--- src/rtl/lbt_pkg.sv ---
package lbt_pkg;

  typedef enum logic [2:0] {
    ST_IDLE = 3'd0,
    ST_DEC  = 3'd1,
    ST_WAIT = 3'd2,
    ST_ACK  = 3'd3,
    ST_HOLD = 3'd4
  } lbt_state_e;

endpackage

--- src/rtl/lbt_window.sv ---
module lbt_window #(
  parameter int unsigned    AW        = 20,
  parameter logic [AW-1:0]  BASE      = '0,
  parameter int unsigned    SPAN_BITS = 4
) (
  input  logic [AW-1:0] addr,
  output logic          hit
);
  // aligned window: compare only the bits above the span
  always_comb begin
    hit = (addr[AW-1:SPAN_BITS] == BASE[AW-1:SPAN_BITS]);
  end
endmodule

--- src/rtl/lbt_delay.sv ---
module lbt_delay #(
  parameter int unsigned REG_WAIT = 0,
  parameter int unsigned ROM_WAIT = 2,
  parameter int unsigned CW       = 4
) (
  input  logic          is_rom,
  input  logic          is_rd,
  input  logic          hi_speed,
  input  logic          fast_wr_ok,
  input  logic          late,
  output logic [CW-1:0] dly
);
  logic [CW-1:0] waits;
  logic [CW-1:0] raw;
  logic [CW-1:0] floor_v;

  always_comb begin
    if (is_rom) waits = CW'(ROM_WAIT) + CW'(hi_speed);
    else        waits = CW'(REG_WAIT);
    raw     = waits + CW'(late);
    // first T2 belongs to the board for reads, and for writes when straps forbid it
    floor_v = (is_rd || !fast_wr_ok) ? CW'(1) : CW'(0);
    dly     = (raw < floor_v) ? floor_v : raw;
  end
endmodule

--- src/rtl/lbt_target.sv ---
module lbt_target #(
  parameter int unsigned    AW            = 20,
  parameter int unsigned    DW            = 16,
  parameter logic [AW-1:0]  REG_BASE      = 20'h003C0,
  parameter int unsigned    REG_SPAN_BITS = 4,
  parameter logic [AW-1:0]  ROM_BASE      = 20'hC0000,
  parameter int unsigned    ROM_SPAN_BITS = 15,
  parameter int unsigned    REG_WAIT      = 0,
  parameter int unsigned    ROM_WAIT      = 2
) (
  input  logic          clk,
  input  logic          rst_n,
  input  logic          ads_n,
  input  logic [AW-1:0] addr,
  input  logic          mio,
  input  logic          wr,
  input  logic          fast_wr_ok,
  input  logic          hi_speed,
  input  logic          late_dec,
  input  logic          rdyrtn_n,
  input  logic [DW-1:0] wdata,
  input  logic [DW-1:0] rd_data,
  output logic          claim_n,
  output logic          lrdy_n,
  output logic [DW-1:0] dout,
  output logic          dout_en,
  output logic          wr_en,
  output logic [AW-1:0] wr_addr,
  output logic [DW-1:0] wr_data
);
  import lbt_pkg::*;

  localparam int unsigned MAXW = (REG_WAIT > ROM_WAIT) ? REG_WAIT : ROM_WAIT;
  localparam int unsigned CW   = $clog2(MAXW + 4) + 1;

  // reset: asynchronous assert, synchronous release
  logic rst_s1_n, rst_q_n;
  always_ff @(posedge clk or negedge rst_n) begin
    if (!rst_n) begin
      rst_s1_n <= 1'b0;
      rst_q_n  <= 1'b0;
    end else begin
      rst_s1_n <= 1'b1;
      rst_q_n  <= rst_s1_n;
    end
  end

  // window decode, purely combinational
  logic reg_hit, rom_hit, hit_reg_io, hit_rom_rd, claim;

  lbt_window #(.AW(AW), .BASE(REG_BASE), .SPAN_BITS(REG_SPAN_BITS)) u_win_reg (
    .addr (addr),
    .hit  (reg_hit)
  );
  lbt_window #(.AW(AW), .BASE(ROM_BASE), .SPAN_BITS(ROM_SPAN_BITS)) u_win_rom (
    .addr (addr),
    .hit  (rom_hit)
  );

  always_comb begin
    hit_reg_io = reg_hit && !mio;
    hit_rom_rd = rom_hit && mio && !wr;
    claim      = hit_reg_io || hit_rom_rd;
    claim_n    = !claim;
  end

  // state
  lbt_state_e     st, st_nxt;
  logic [CW-1:0]  cnt, cnt_nxt;
  logic           cyc_wr, cyc_wr_nxt;
  logic [AW-1:0]  cyc_addr, cyc_addr_nxt;
  logic           lrdy_n_nxt, dout_en_nxt, wr_en_nxt;
  logic           wdat_ce;
  logic [CW-1:0]  dly, rem;
  logic           in_dec, decode_now;

  assign in_dec = (st == ST_DEC);

  lbt_delay #(.REG_WAIT(REG_WAIT), .ROM_WAIT(ROM_WAIT), .CW(CW)) u_delay (
    .is_rom     (hit_rom_rd),
    .is_rd      (!wr),
    .hi_speed   (hi_speed),
    .fast_wr_ok (fast_wr_ok),
    .late       (in_dec),
    .dly        (dly)
  );

  always_comb begin
    st_nxt       = st;
    cnt_nxt      = cnt;
    cyc_wr_nxt   = cyc_wr;
    cyc_addr_nxt = cyc_addr;
    decode_now   = 1'b0;
    // one clock of the delay is already spent when decoding late
    rem          = in_dec ? (dly - CW'(1)) : dly;

    case (st)
      ST_IDLE: begin
        if (!ads_n) begin
          if (late_dec) st_nxt = ST_DEC;
          else          decode_now = 1'b1;
        end
      end
      ST_DEC:  decode_now = 1'b1;
      ST_WAIT: begin
        if (cnt == '0) st_nxt = ST_ACK;
        else           cnt_nxt = cnt - CW'(1);
      end
      ST_ACK: begin
        if (cyc_wr || !rdyrtn_n) st_nxt = ST_IDLE;
        else                     st_nxt = ST_HOLD;
      end
      ST_HOLD: begin
        if (!rdyrtn_n) st_nxt = ST_IDLE;
      end
      default: st_nxt = ST_IDLE;
    endcase

    if (decode_now) begin
      if (claim) begin
        cyc_wr_nxt   = wr;
        cyc_addr_nxt = addr;
        if (rem == '0) begin
          st_nxt = ST_ACK;
        end else begin
          st_nxt  = ST_WAIT;
          cnt_nxt = rem - CW'(1);
        end
      end else begin
        st_nxt = ST_IDLE;
      end
    end

    lrdy_n_nxt  = (st_nxt != ST_ACK);
    // drivers stay off in the first T2 clock: only raised when leaving a non-idle state
    dout_en_nxt = (st != ST_IDLE) && !cyc_wr_nxt &&
                  ((st_nxt == ST_WAIT) || (st_nxt == ST_ACK) || (st_nxt == ST_HOLD));
    wr_en_nxt   = (st == ST_ACK) && cyc_wr;
    wdat_ce     = (st == ST_ACK) && cyc_wr;
  end

  always_ff @(posedge clk or negedge rst_q_n) begin
    if (!rst_q_n) begin
      st       <= ST_IDLE;
      cnt      <= '0;
      cyc_wr   <= 1'b0;
      cyc_addr <= '0;
      lrdy_n   <= 1'b1;
      dout_en  <= 1'b0;
      wr_en    <= 1'b0;
      wr_data  <= '0;
    end else begin
      st       <= st_nxt;
      cnt      <= cnt_nxt;
      cyc_wr   <= cyc_wr_nxt;
      cyc_addr <= cyc_addr_nxt;
      lrdy_n   <= lrdy_n_nxt;
      dout_en  <= dout_en_nxt;
      wr_en    <= wr_en_nxt;
      if (wdat_ce) wr_data <= wdata;
    end
  end

  assign dout    = dout_en ? rd_data : '0;
  assign wr_addr = cyc_addr;

endmodule

--- config.mk ---
export PLATFORM = sky130hd
export DESIGN_NAME = lbt_target
export DESIGN_NICKNAME = d
export VERILOG_FILES = /design/src/rtl/lbt_pkg.sv /design/src/rtl/lbt_window.sv /design/src/rtl/lbt_delay.sv /design/src/rtl/lbt_target.sv
export SDC_FILE = /design/constraint.sdc
export NUM_CORES = 1
export LEC_CHECK = 0
export ABC_AREA = 1
export ABC_CLOCK_PERIOD_IN_PS = 2900
export BUFFER_PORTS_ARGS = -buffer_cell sky130_fd_sc_hd__buf_2
export CAP_MARGIN = 20
export CORE_UTILIZATION = 50
export CTS_BUF_LIST = sky130_fd_sc_hd__clkbuf_4 sky130_fd_sc_hd__clkbuf_8 sky130_fd_sc_hd__clkbuf_16
export CTS_CLUSTER_SIZE = 14
export DETAILED_ROUTE_END_ITERATION = 6
export PLACE_DENSITY = 0.85
export SYNTH_ARGS = -nofsm -noshare
export SYNTH_HDL_FRONTEND = slang
export SYNTH_SLANG_ARGS = --single-unit
export TNS_END_PERCENT = 100
--- constraint.sdc ---
create_clock -name clk -period 2.9 [get_ports clk]
set_input_delay 0.145 -clock clk [delete_from_list [all_inputs] [get_ports clk]]
set_output_delay 0.145 -clock clk [all_outputs]
set_load 0.02 [all_outputs]
==> results.sh <==
export IMPL_r2r_start="st[2]"
export IMPL_irDropWorstVdd_uv=424
export IMPL_async_reset_ff_frac=1.00
export IMPL_drive_above_1_share=0.379
export IMPL_n_antenna_cell=0
export IMPL_rr_endpoint="cnt[3]"
export IMPL_p_sw_frac=0.339
export IMPL_cp_data_arrival_time_ns=2.99
export IMPL_routabilityCongestion=0.785
export IMPL_ys_warnings_count=0
export IMPL_drt_iter0_markers=72
export IMPL_synth_cell_types=32
export IMPL_timing_hold_ws_ns=0.0318
export IMPL_ant_nets=0
export IMPL_grt_max_degree=48
export IMPL_synthTopCellsByArea="dfrtp_1, nand2_1, inv_1"
export IMPL_nets=515
export IMPL_h_tree_depth=2
export IMPL_num_vias=2369
export IMPL_drt_wl_total_um=5780
export IMPL_worstSetupStartpointType="register"
export IMPL_synthesis_nets=388
export IMPL_avgRoutedWirePerCell_um=11.2
export IMPL_seq_area_um2=1230
export IMPL_critPathKind="register to register"
export IMPL_synth_area_um2=2550
export IMPL_p_comb_frac=0.332
export IMPL_p_int_mw=1.30
export IMPL_cts_sinks=49
export IMPL_clock_path_buffers=2
export IMPL_start_util=0.529
export IMPL_critPathRequiredTime_ns=3.09
export IMPL_critPathCaptureType="register"
export IMPL_port_buffers=116
export IMPL_power_density_nw_per_um2=581
export IMPL_synth_edff_count=0
export IMPL_grt_pass1_wl_um=8820
export IMPL_clkPwrFrac=0.251
export IMPL_switchingPower_mw=0.667
export IMPL_multi_input_area_um2=1090
export IMPL_avgSynthCellArea_um2=7.96
export IMPL_dr_pass1_iters=4
export IMPL_p_leak_nw=2.04
export IMPL_hold_path_end="wr_data[12]"
export IMPL_die_area_um2=5380
export IMPL_antenna_found_initial=0
export IMPL_yosysSeqAreaShare=0.482
export IMPL_tns_ns=0
export IMPL_dp_hpwl_um=4280
export IMPL_insertion_delay_ns=0.30
export IMPL_cts_made_buffers=5
export IMPL_crit_fanout=5
export IMPL_setup_violations=0
export IMPL_viasPerCell=4.60
export IMPL_fin_crit_sh=0.965
export IMPL_grt_pass1_vias=2141
export IMPL_num_fill_cells=398
export IMPL_drc=0
export IMPL_fin_skew_ns=0.00771
export IMPL_drv_cap=0
export IMPL_seq_power_share=0.417
export IMPL_syn_inst=320
export IMPL_cts_tree="done"
export IMPL_gr_total_overflow=0
export IMPL_drv_slew=0
export IMPL_dieWidth_um=73.4
export IMPL_die_h_um=73.4
export IMPL_min_path_cells=3
export IMPL_grt_usage=0.215
export IMPL_io_pins=117
export IMPL_hold_class="input pin to register"
export IMPL_min_delay_start="wdata[12]"
export IMPL_core_area_um2=4820
export IMPL_dominantRegCellSynth="dfrtp_1"
export IMPL_fin_crit_ns=2.80
export IMPL_fmax_ghz=0.357
export IMPL_synth_top_area_share=0.472
export IMPL_rows=25
export IMPL_outcome="complete, no violations"
export IMPL_clk_pin_slew_ns=0.09
export IMPL_cts_root_buffer="clkbuf_8"
export IMPL_r2r_cells=21
export IMPL_reg2reg_slack_ns=0.10
export IMPL_synth_most_common_cell="nand2_1"
export IMPL_synth_seq_cells=49
export IMPL_hold_viol_final=0
export IMPL_area_growth_syn_to_layout_pct=32.9
export IMPL_yosysTopAreaCell="dfrtp_1"
export IMPL_ys_top_cells_by_count="nand2_1, dfrtp_1, inv_1"
[through the flow]
step,setup slack [ns],utilization,power (mW),area (um^2),std cells
after floorplan,0.163,-,1.25,2550,320
after global placement,0.122,0.658,1.39,3170,498
after detailed placement,-0.0138,0.658,1.42,3170,498
after CTS,0.0393,0.684,1.93,3300,507
after global routing,-0.103,0.703,2.09,3380,515
final,0.102,0.703,1.97,3380,515
[placed cells by master, fill, tap and decap left out, types with 4 or more instances in the layout]
cell	Yosys	final
nand2_4	6	6
inv_2	6	6
buf_2	1	116
o21ai_0	5	4
nand3_1	8	8
nor2_4	4	4
dfrtp_1	48	47
inv_1	41	41
clkbuf_8	0	5
ha_1	7	5
buf_4	2	9
nand2_1	139	139
nor2_1	21	21
nand2_2	5	5
[cells by family (layout without fill, tap and decap cells)]
| logic type | Yosys count | in the layout | share of synthesized area |
|---|---|---|---|
| DFF | 49 | 49 | 0.482 |
| adders and majority gates | 7 | 7 | 0.0344 |
| buffers and inverters | 55 | 183 | 0.0958 |
| other | 1 | 1 | 0.00147 |
| xor gates and xnor gates | 2 | 2 | 0.00688 |
| AOI/OAI and AO/OA | 11 | 11 | 0.0241 |
| and+or+nand+nor | 195 | 195 | 0.355 |
[layer usage]
| layer | GRT usage | vias to the layer above | wire (um) |
|---|---|---|---|
| li1 | - | 1200 | - |
| met1 | 0.242 | 1076 | 2370 |
| met2 | 0.397 | 87 | 2940 |
| met3 | 0.0617 | 6 | 411 |
| met4 | 0.0598 | 0 | 61 |
| met5 | 0 | - | 0 |
[registers in the layout, summed over array words and instances, names as in the netlist]
register and flops:
cnt 4, st 3, dout_en 1, rst_q_n 1, cyc_wr 1, wr_en 1, wr_addr 20, rst_s1_n 1
lrdy_n 1, wr_data 16
[worst max-delay path, cell delays in order (launching register included)]
cell and delay, ns:
dfrtp_1 0.42, inv_2 0.08, nand2_2 0.07, nor2_4 0.17, ha_4 0.16, inv_1 0.04, ha_1 0.28, nor2_1 0.09
nand2_1 0.05, nand2_1 0.09, inv_1 0.07, ha_1 0.27, inv_1 0.05, o21ai_2 0.15, ha_2 0.19, inv_1 0.06
nor2_4 0.13, nand2_4 0.07, nand3_4 0.08, inv_2 0.05, nand3_1 0.06, nand2_1 0.05
[worst max path at each step]
stage / from / to / slack (ns) / cells after the start
final: st[2] / cnt[3] / 0.10 / 21
after global routing: st[2] / cnt[0] / -0.10 / 21
after CTS: st[2] / cnt[0] / 0.04 / 21
after detailed placement: st[2] / cnt[3] / -0.01 / 21
after global placement: st[2] / cnt[3] / 0.12 / 21
after floorplan: st[2] / cnt[3] / 0.16 / 21
[power by group through the flow]
stage / Combinational, mW / Clock, mW / Sequential, mW
6_report: 0.652 / 0.494 / 0.819
5_1_grt: 0.719 / 0.540 / 0.830
4_1_cts: 0.577 / 0.513 / 0.835
3_5_place_dp: 0.571 / 0 / 0.846
3_3_place_gp: 0.549 / 0 / 0.844
2_1_floorplan: 0.343 / 0 / 0.903
[timing repair]
item	4_1_cts	5_1_grt
pin swaps	0	2
hold endpoints to repair	2	0
endpoints found under the setup margin	2	6
resized for setup	2	3
hold buffers	1	0
buffers inserted	0	7
[cell type report]
cell class	count	share of cell area
clock inverters	2	0.0115
multi-input cells	216	0.323
flip-flops and latches	49	0.363
clock buffers	6	0.0226
well taps	67	0.0248
inverters	48	0.0547
repair buffers	127	0.200
(Power assumes the default switching activity.)
